### src/rtl/modctl_pkg.sv
package modctl_pkg;

  typedef enum logic [1:0] {
    ST_WAKE = 2'd0,
    ST_RUN  = 2'd1,
    ST_ACK  = 2'd2,
    ST_STBY = 2'd3
  } mc_state_e;

  typedef enum logic [1:0] {
    CFG_SINGLE = 2'd0,
    CFG_TWO    = 2'd1,
    CFG_MCU    = 2'd2
  } mc_cfg_e;

  // mode pin decode: bit 1 wins, bit 0 picks two-wire
  function automatic mc_cfg_e decode_cfg(input logic [1:0] sel);
    if (sel[1])      return CFG_MCU;
    else if (sel[0]) return CFG_TWO;
    else             return CFG_SINGLE;
  endfunction

  // data seen on the data path: tag data while carrier is on, low echo otherwise
  function automatic logic echo_bit(input logic mod, input logic demod);
    return mod & demod;
  endfunction

  function automatic int unsigned cnt_width(input int unsigned limit);
    return (limit < 2) ? 1 : $clog2(limit);
  endfunction

endpackage

### src/rtl/run_timer.sv
module run_timer
  import modctl_pkg::*;
#(
  parameter int unsigned LIMIT = 16
) (
  input  logic clk,
  input  logic rst_n,
  input  logic run,
  output logic done
);
  localparam int unsigned W = cnt_width(LIMIT);
  localparam logic [W-1:0] LAST = W'(LIMIT - 1);

  logic [W-1:0] cnt_q;

  // done on the LIMIT-th consecutive cycle with run high
  assign done = run && (cnt_q == LAST);

  always_ff @(posedge clk or negedge rst_n) begin
    if (!rst_n)      cnt_q <= '0;
    else if (!run)   cnt_q <= '0;
    else if (done)   cnt_q <= '0;
    else             cnt_q <= cnt_q + 1'b1;
  end
endmodule

### src/rtl/mc_fsm.sv
module mc_fsm
  import modctl_pkg::*;
(
  input  logic      clk,
  input  logic      rst_n,
  input  mc_cfg_e   cfg,
  input  logic      sleep_pin,
  input  logic      mod_in,
  input  logic      clk_ok,
  input  logic      long_low_done,
  input  logic      ack_done,
  output mc_state_e state
);
  mc_state_e st_q, st_d;
  logic      mod_prev_q;
  logic      mod_rise;

  assign mod_rise = mod_in && !mod_prev_q;
  assign state    = st_q;

  always_comb begin
    st_d = st_q;
    unique case (st_q)
      ST_WAKE: if (clk_ok) st_d = ST_RUN;
      ST_RUN: begin
        if (cfg == CFG_TWO && long_low_done)  st_d = ST_ACK;
        else if (cfg == CFG_MCU && !sleep_pin) st_d = ST_STBY;
      end
      ST_ACK:  if (ack_done) st_d = ST_STBY;
      ST_STBY: begin
        if (cfg == CFG_TWO && mod_rise)      st_d = ST_WAKE;
        else if (cfg == CFG_MCU && sleep_pin) st_d = ST_WAKE;
      end
      default: st_d = ST_WAKE;
    endcase
  end

  always_ff @(posedge clk or negedge rst_n) begin
    if (!rst_n) begin
      st_q       <= ST_WAKE;
      mod_prev_q <= 1'b0;
    end else begin
      st_q       <= st_d;
      mod_prev_q <= mod_in;
    end
  end
endmodule

### src/rtl/pin_router.sv
module pin_router
  import modctl_pkg::*;
(
  input  logic      clk,
  input  logic      rst_n,
  input  mc_state_e state,
  input  mc_cfg_e   cfg,
  input  logic      mod_in,
  input  logic      tx_in,
  input  logic      bus_rx,
  input  logic      demod_in,
  output logic      drv_en,
  output logic      bus_drive,
  output logic      data_out,
  output logic      rx_mon,
  output logic      standby
);
  logic drv_q;

  assign drv_en = drv_q;

  // driver enable: follows the line while running, forced off around
  // two-wire sleep, frozen otherwise (wake and host-controlled sleep)
  always_ff @(posedge clk or negedge rst_n) begin
    if (!rst_n) begin
      drv_q <= 1'b1;
    end else begin
      unique case (state)
        ST_RUN:  if (cfg != CFG_SINGLE) drv_q <= mod_in;
        ST_ACK:  drv_q <= 1'b0;
        ST_STBY: if (cfg == CFG_TWO) drv_q <= 1'b0;
        default: drv_q <= drv_q;
      endcase
    end
  end

  always_comb begin
    bus_drive = 1'b0;
    data_out  = 1'b0;
    rx_mon    = 1'b0;
    standby   = 1'b0;
    unique case (state)
      ST_RUN: begin
        if (cfg == CFG_TWO) begin
          bus_drive = !echo_bit(mod_in, demod_in);
        end else if (cfg == CFG_MCU) begin
          data_out  = echo_bit(mod_in, demod_in);
          bus_drive = tx_in;
          rx_mon    = bus_rx;
        end
      end
      ST_ACK:  bus_drive = 1'b1;
      ST_STBY: begin
        standby = 1'b1;
        if (cfg == CFG_MCU) rx_mon = bus_rx;
      end
      default: begin
        if (cfg == CFG_MCU) rx_mon = bus_rx;
      end
    endcase
  end
endmodule

### src/rtl/modctl_top.sv
module modctl_top
  import modctl_pkg::*;
#(
  parameter int unsigned LOW_CYC = 16256,
  parameter int unsigned ACK_CYC = 4096
) (
  input  logic       clk,
  input  logic       rst_n,
  input  logic [1:0] cfg_sel,
  input  logic       mod_in,
  input  logic       tx_in,
  input  logic       bus_rx,
  input  logic       demod_in,
  input  logic       clk_ok,
  output logic       drv_en,
  output logic       bus_drive,
  output logic       data_out,
  output logic       rx_mon,
  output logic       standby
);
  mc_cfg_e   cfg;
  mc_state_e state;
  logic      long_low_run;
  logic      long_low_done;
  logic      ack_done;

  // named internal events, observed by the bound checker
  logic is_wake, is_run, is_ack, is_stby;

  assign cfg          = decode_cfg(cfg_sel);
  assign is_wake      = (state == ST_WAKE);
  assign is_run       = (state == ST_RUN);
  assign is_ack       = (state == ST_ACK);
  assign is_stby      = (state == ST_STBY);
  assign long_low_run = is_run && (cfg == CFG_TWO) && !mod_in;

  run_timer #(.LIMIT(LOW_CYC)) low_tmr_i (
    .clk   (clk),
    .rst_n (rst_n),
    .run   (long_low_run),
    .done  (long_low_done)
  );

  run_timer #(.LIMIT(ACK_CYC)) ack_tmr_i (
    .clk   (clk),
    .rst_n (rst_n),
    .run   (is_ack),
    .done  (ack_done)
  );

  mc_fsm fsm_i (
    .clk           (clk),
    .rst_n         (rst_n),
    .cfg           (cfg),
    .sleep_pin     (cfg_sel[0]),
    .mod_in        (mod_in),
    .clk_ok        (clk_ok),
    .long_low_done (long_low_done),
    .ack_done      (ack_done),
    .state         (state)
  );

  pin_router rt_i (
    .clk       (clk),
    .rst_n     (rst_n),
    .state     (state),
    .cfg       (cfg),
    .mod_in    (mod_in),
    .tx_in     (tx_in),
    .bus_rx    (bus_rx),
    .demod_in  (demod_in),
    .drv_en    (drv_en),
    .bus_drive (bus_drive),
    .data_out  (data_out),
    .rx_mon    (rx_mon),
    .standby   (standby)
  );
endmodule

### config.mk
export PLATFORM = sky130hd
export DESIGN_NAME = modctl_top
export DESIGN_NICKNAME = d
export VERILOG_FILES = /design/src/rtl/modctl_pkg.sv /design/src/rtl/run_timer.sv /design/src/rtl/mc_fsm.sv /design/src/rtl/pin_router.sv /design/src/rtl/modctl_top.sv
export SDC_FILE = /design/constraint.sdc
export NUM_CORES = 1
export LEC_CHECK = 0
export BUFFER_PORTS_ARGS = -buffer_cell sky130_fd_sc_hd__buf_2
export CORE_MARGIN = 2
export CORE_UTILIZATION = 59
export CTS_BUF_LIST = sky130_fd_sc_hd__clkbuf_8 sky130_fd_sc_hd__clkbuf_16
export DETAILED_ROUTE_END_ITERATION = 10
export PLACE_DENSITY = 0.85
export SLEW_MARGIN = 20
export SYNTH_ARGS = -nofsm -noshare
export SYNTH_HDL_FRONTEND = slang
export SYNTH_HIERARCHICAL = 1
export SYNTH_SLANG_ARGS = --single-unit
### constraint.sdc
create_clock -name clk -period 2.95 [get_ports clk]
set_input_delay 0.59 -clock clk [delete_from_list [all_inputs] [get_ports clk]]
set_output_delay 0.59 -clock clk [all_outputs]
set_load 0.05 [all_outputs]
# Yosys cells after proc, flatten, opt, wreduce, memory -nomap -nowiden

Cells that the tools add are included.

RAM bits: 0
Bits in latches: 0
Memories: 0
Input bits: 9
Flip-flop bits (word level): 30
ROM bits: 0

Magnitude comparators: 0
Bitwise logic cells: 1
Add/sub/neg operators: 2
Shift-type cells: 0
Div/mod/pow operators: 0
Reductions and logical operators: 18
Eq/ne operators: 13
Multiplexer cells: 26
$mul: 0

Operators with widths:

| cell                  | number |
|---|---|
| $mux 14               | 2 |
| $mux 12               | 2 |
| $add 14x1->14 const B | 1 |
| $eq 14x14->1 const B  | 1 |
| $mux 2                | 7 |
| $add 12x1->12 const B | 1 |
| $eq 12x12->1 const B  | 1 |
| $mux 1                | 11 |
| $logic_and 1x1->1     | 9 |
| $pmux 2 s4            | 1 |
| $eq 2x2->1 const B    | 3 |
| $ne 3x1->1 const B    | 2 |
| $eq 2x1->1 const B    | 2 |
| $logic_not 1->1       | 4 |
| $ne 2x1->1 const B    | 2 |
| $ne 2x2->1 const B    | 2 |
| $pmux 1 s2            | 2 |
| $reduce_and 4->1      | 1 |
| $pmux 1 s3            | 1 |
| $reduce_and 3->1      | 1 |
| $reduce_bool 3->1     | 1 |
| $logic_not 2->1       | 1 |
| $reduce_bool 2->1     | 1 |
| $and 1x1->1           | 1 |

# Logic depth before layout (Yosys ltp)

Depth after elaboration: 9
Mapped depth: 8
Mapped depth without buffers: 8

# Cells and area by module

Netlist, hierarchy kept.

Modules (own cells, without submodules):

| module                 | area an instance (um^2) | instances | cells each | sequential area each (um^2) |
|---|---|---|---|---|
| run_timer at low_tmr_i | 678.2                   | 1         | 70         | 350.3 |
| run_timer at ack_tmr_i | 614.3                   | 1         | 59         | 300.3 |
| mc_fsm                 | 230.2                   | 1         | 24         | 75.1 |
| pin_router             | 173.9                   | 1         | 24         | 26.3 |
| modctl_top             | 30.0                    | 1         | 4          | 0.0 |

# Worst setup path before layout

No wires, ideal clock.

Kind: reg2out
Start: register fsm_i.st_q[1] (netlist: fsm_i/state[1])
End: output port bus_drive
Arrival time: 1762 ps
Required time: 2360 ps
Setup slack: 598 ps
Stages on the path, launching flop included: 6
Cells stage by stage: dfrtp_1 -> inv_1 -> ha_1 -> nor2b_4 -> nand3_1 -> a21oi_1

Word-level cells in the longest chain between the ends: 2
Elaborated cells between the ends (all ways): 3
Classes of those cells: eq/ne (2); mux (1)

Ends and longest elaborated chain:

| item                                            | line             | RTL |
|---|---|---|
| from (decl)                                     | mc_fsm.sv:14     | `mc_state_e st_q, st_d;` |
| from (signal assigned)                          | mc_fsm.sv:43     | `st_q <= st_d;` |
| $eq 2x2->1 / $eq 2x1->1 (equally long branches) | pin_router.sv:42 | `unique case (state)` |
| $pmux 1 s2 (*)                                  | pin_router.sv:42 |  |
| to (decl)                                       | modctl_top.sv:16 | `output logic bus_drive,` |

Mark *: on every way between the ends. The rest lies on a longest branch, timed or not.

# Final worst setup path

Ends and elaborated chain as after synthesis.

==> reports/metrics.csv <==
metric,value,unit
antenna_left,0,
grt_max_degree,31,
dr.pass1.iters,4,
clkTransAtPathRegs,0.07,ns
drc,0,
syn_avg_cell_area,9.54,um^2
end_kind,output port,
p_leak,0.788,nW
required,2.36,ns
synthesis.nets,199,
dp_cells,224,
antenna_found_initial,0,
cts_root_buf,clkbuf_8,
min_path_type,in2async,
hold_violations,0,
io_pins,14,
gp_congestion,0.842,
synth_seq_area_share,43.6,%
crit_fanout,10,
synth_warnings,6,
cp-start-kind,flip-flop,
n_antenna_cell,0,
rsz0062_at_grt,false,
layout-drive-gt1-share,14.4,%
ys_ff_latch,30,
hpwl,2.56,mm
multi_input_comb_area,907,um^2
tightestPinTransition,0.653,ns
seqPwrFrac,40.4,%
die_h,58.1,um
cts.sinks,30,
cts-resized-gates,0,
synth-edff-count,0,
rows,19,
die-width,58.1,um
synth_most_common_cell,dfrtp_1,
p_sw_share,39.2,%
fillers,184,
cts_htree_levels,2,
setup_violations,0,
wl_per_cell,15.0,um
synthTopCellsByCount,"dfrtp_1, nor2_1, inv_1",
grt_pass1_wl,5.98,mm
grt-ovfl-total,0,
cts_setup_buffers,0,
insertion_delay,0.29,ns
cts_tree,yes,
relSlewSlack,56.5,%
yosysTopAreaCellShare,42.0,%
area_delta_synth_final,10.1,%
final_cells,232,
setup_tns,0,ns
grt_pass1_vias,1416,
async_reset_ff_share,100,%
crit_type,reg2out,
critPathArrivalTime,1.81,ns
grt_use_total,23.3,%
timing.final.crit_period,2.40,ns
vias_per_cell,6.14,
synth_cell_types,37,
cts_hold_buf,0,
utilization,69.0,%
wl,3.47,mm
die_area,3380,um^2
syn_inst,181,
initial_core_util,62.6,%
power.internal,758,uW
p_sw,489,uW
nets,218,
num_vias,1424,
r2r_start,ack_tmr_i/cnt_q[0],
cts_buffers,5,
startpoint,fsm_i/state[1],
core_area,2760,um^2
fmax,417,MHz
port_buffers,13,
skew,0.00824,ns
clkPwrFrac,24.8,%
synth_largest_area_cell,dfrtp_1,
seqCellArea,752,um^2
synthTopCellsByArea,"dfrtp_1, ha_1, xnor2_1, nor2_1, nand3_1",
timing.final.crit_share,81.4,%
finalMaxSlewViolations,0,
powerDensity,656,nW/um^2
synth_top_flop_cell,dfrtp_1,
drtIter0Drc,64,
status,"finished, final reports clean",
clockBufferDepth,2,
netlist_area,1730,um^2
p_comb_share,34.8,%
max-cap-violations,0,
ir_drop,0.654,mV
-- metal layers --
metal	vias up	wire [um]	track usage, %
li1	683	-	-
met1	701	1460	27.7
met2	35	1820	40.1
met3	5	140	6.70
met4	0	40	8.64
met5	-	0	0
-- power groups by stage --
| stage | logic, mW | clock network (mW) | registers (mW) |
|---|---|---|---|
| floorplan | 0.309 | 0 | 0.519 |
| CTS | 0.431 | 0.315 | 0.503 |
| detailed placement | 0.428 | 0 | 0.511 |
| global placement | 0.401 | 0 | 0.506 |
| global route | 0.473 | 0.338 | 0.512 |
| finish | 0.434 | 0.309 | 0.504 |
-- final timing paths --
kind,end,cells after the start,slack (ns)
min in group clk,fsm_i/mod_prev_q,1,0.49
setup reg to reg,fsm_i/state[1],8,0.62
setup / recovery,bus_drive,6,0.55
hold reg to reg,low_tmr_i/cnt_q[0],1,0.50
hold / removal,ack_tmr_i/cnt_q[0],1,0.33
max in group asynchronous,low_tmr_i/cnt_q[13],1,2.20
-- flip-flops by register name, summed over array words and instances (netlist names) --
register / flops
fsm_i/state: 2
low_tmr_i/cnt_q: 14
rt_i/drv_en: 1
fsm_i/mod_prev_q: 1
ack_tmr_i/cnt_q: 12
-- layout make-up --
| type | count | share of cell area (%) |
|---|---|---|
| multi-input combinational | 135 | 47.7 |
| sequential | 30 | 39.5 |
| clock buffer | 5 | 3.62 |
| timing repair buffer | 13 | 3.42 |
| inverter | 15 | 2.96 |
| tap | 31 | 2.04 |
| clock inverter | 3 | 0.724 |
-- worst max-delay path: stages (launching register included) --
cell     delay, ns
dfrtp_1       0.49
inv_1         0.09
ha_1          0.26
nor2b_4       0.19
nand3_1       0.08
a21oi_1       0.14
buf_2         0.27
-- cells by family (layout without fill, tap and decap cells) --
family	after synthesis	count (layout)	synth area share (%)
AO/OA/AOI/OAI	27	27	10.1
AND/OR/NAND/NOR	84	84	28.1
buffers and inverters	16	36	3.91
XOR/XNOR	14	14	7.10
adder cells (fa/ha/maj)	9	9	6.52
multiplexers	1	1	0.652
flip-flops	30	30	43.6
-- per-stage QoR --
step / setup slack (ns) / instance area (um^2) / total power, mW / hold slack, ns
detailed placement: 0.643 / 1820 / 0.939 / 0.490
finish: 0.550 / 1900 / 1.25 / 0.330
floorplan: 0.598 / 1730 / 0.829 / 0.294
CTS: 0.538 / 1900 / 1.25 / 0.351
global placement: 0.762 / 1820 / 0.907 / 0.468
global route: 0.418 / 1900 / 1.32 / 0.379
-- layout by cell type, fill, tap and decap left out, types with 2 or more instances in the layout --
master | netlist | layout
dfrtp_1 | 29 | 29
nor2_1 | 26 | 26
inv_1 | 15 | 16
nand3_1 | 14 | 14
buf_2 | 0 | 13
xnor2_1 | 12 | 12
a21oi_1 | 10 | 10
ha_1 | 9 | 9
nand2_1 | 8 | 8
nand4_1 | 7 | 7
o21ai_0 | 7 | 7
or3_1 | 5 | 5
clkbuf_8 | 0 | 5
or4_1 | 4 | 4
and3_1 | 3 | 3
nor3_1 | 3 | 3
nor2b_4 | 2 | 2
nand3_4 | 2 | 2
o31ai_1 | 2 | 2
xor2_1 | 2 | 2
o311ai_1 | 2 | 2
clkinv_2 | 0 | 2
nand3b_1 | 2 | 2
No activity file was read; power rests on OpenSTA's default activity.
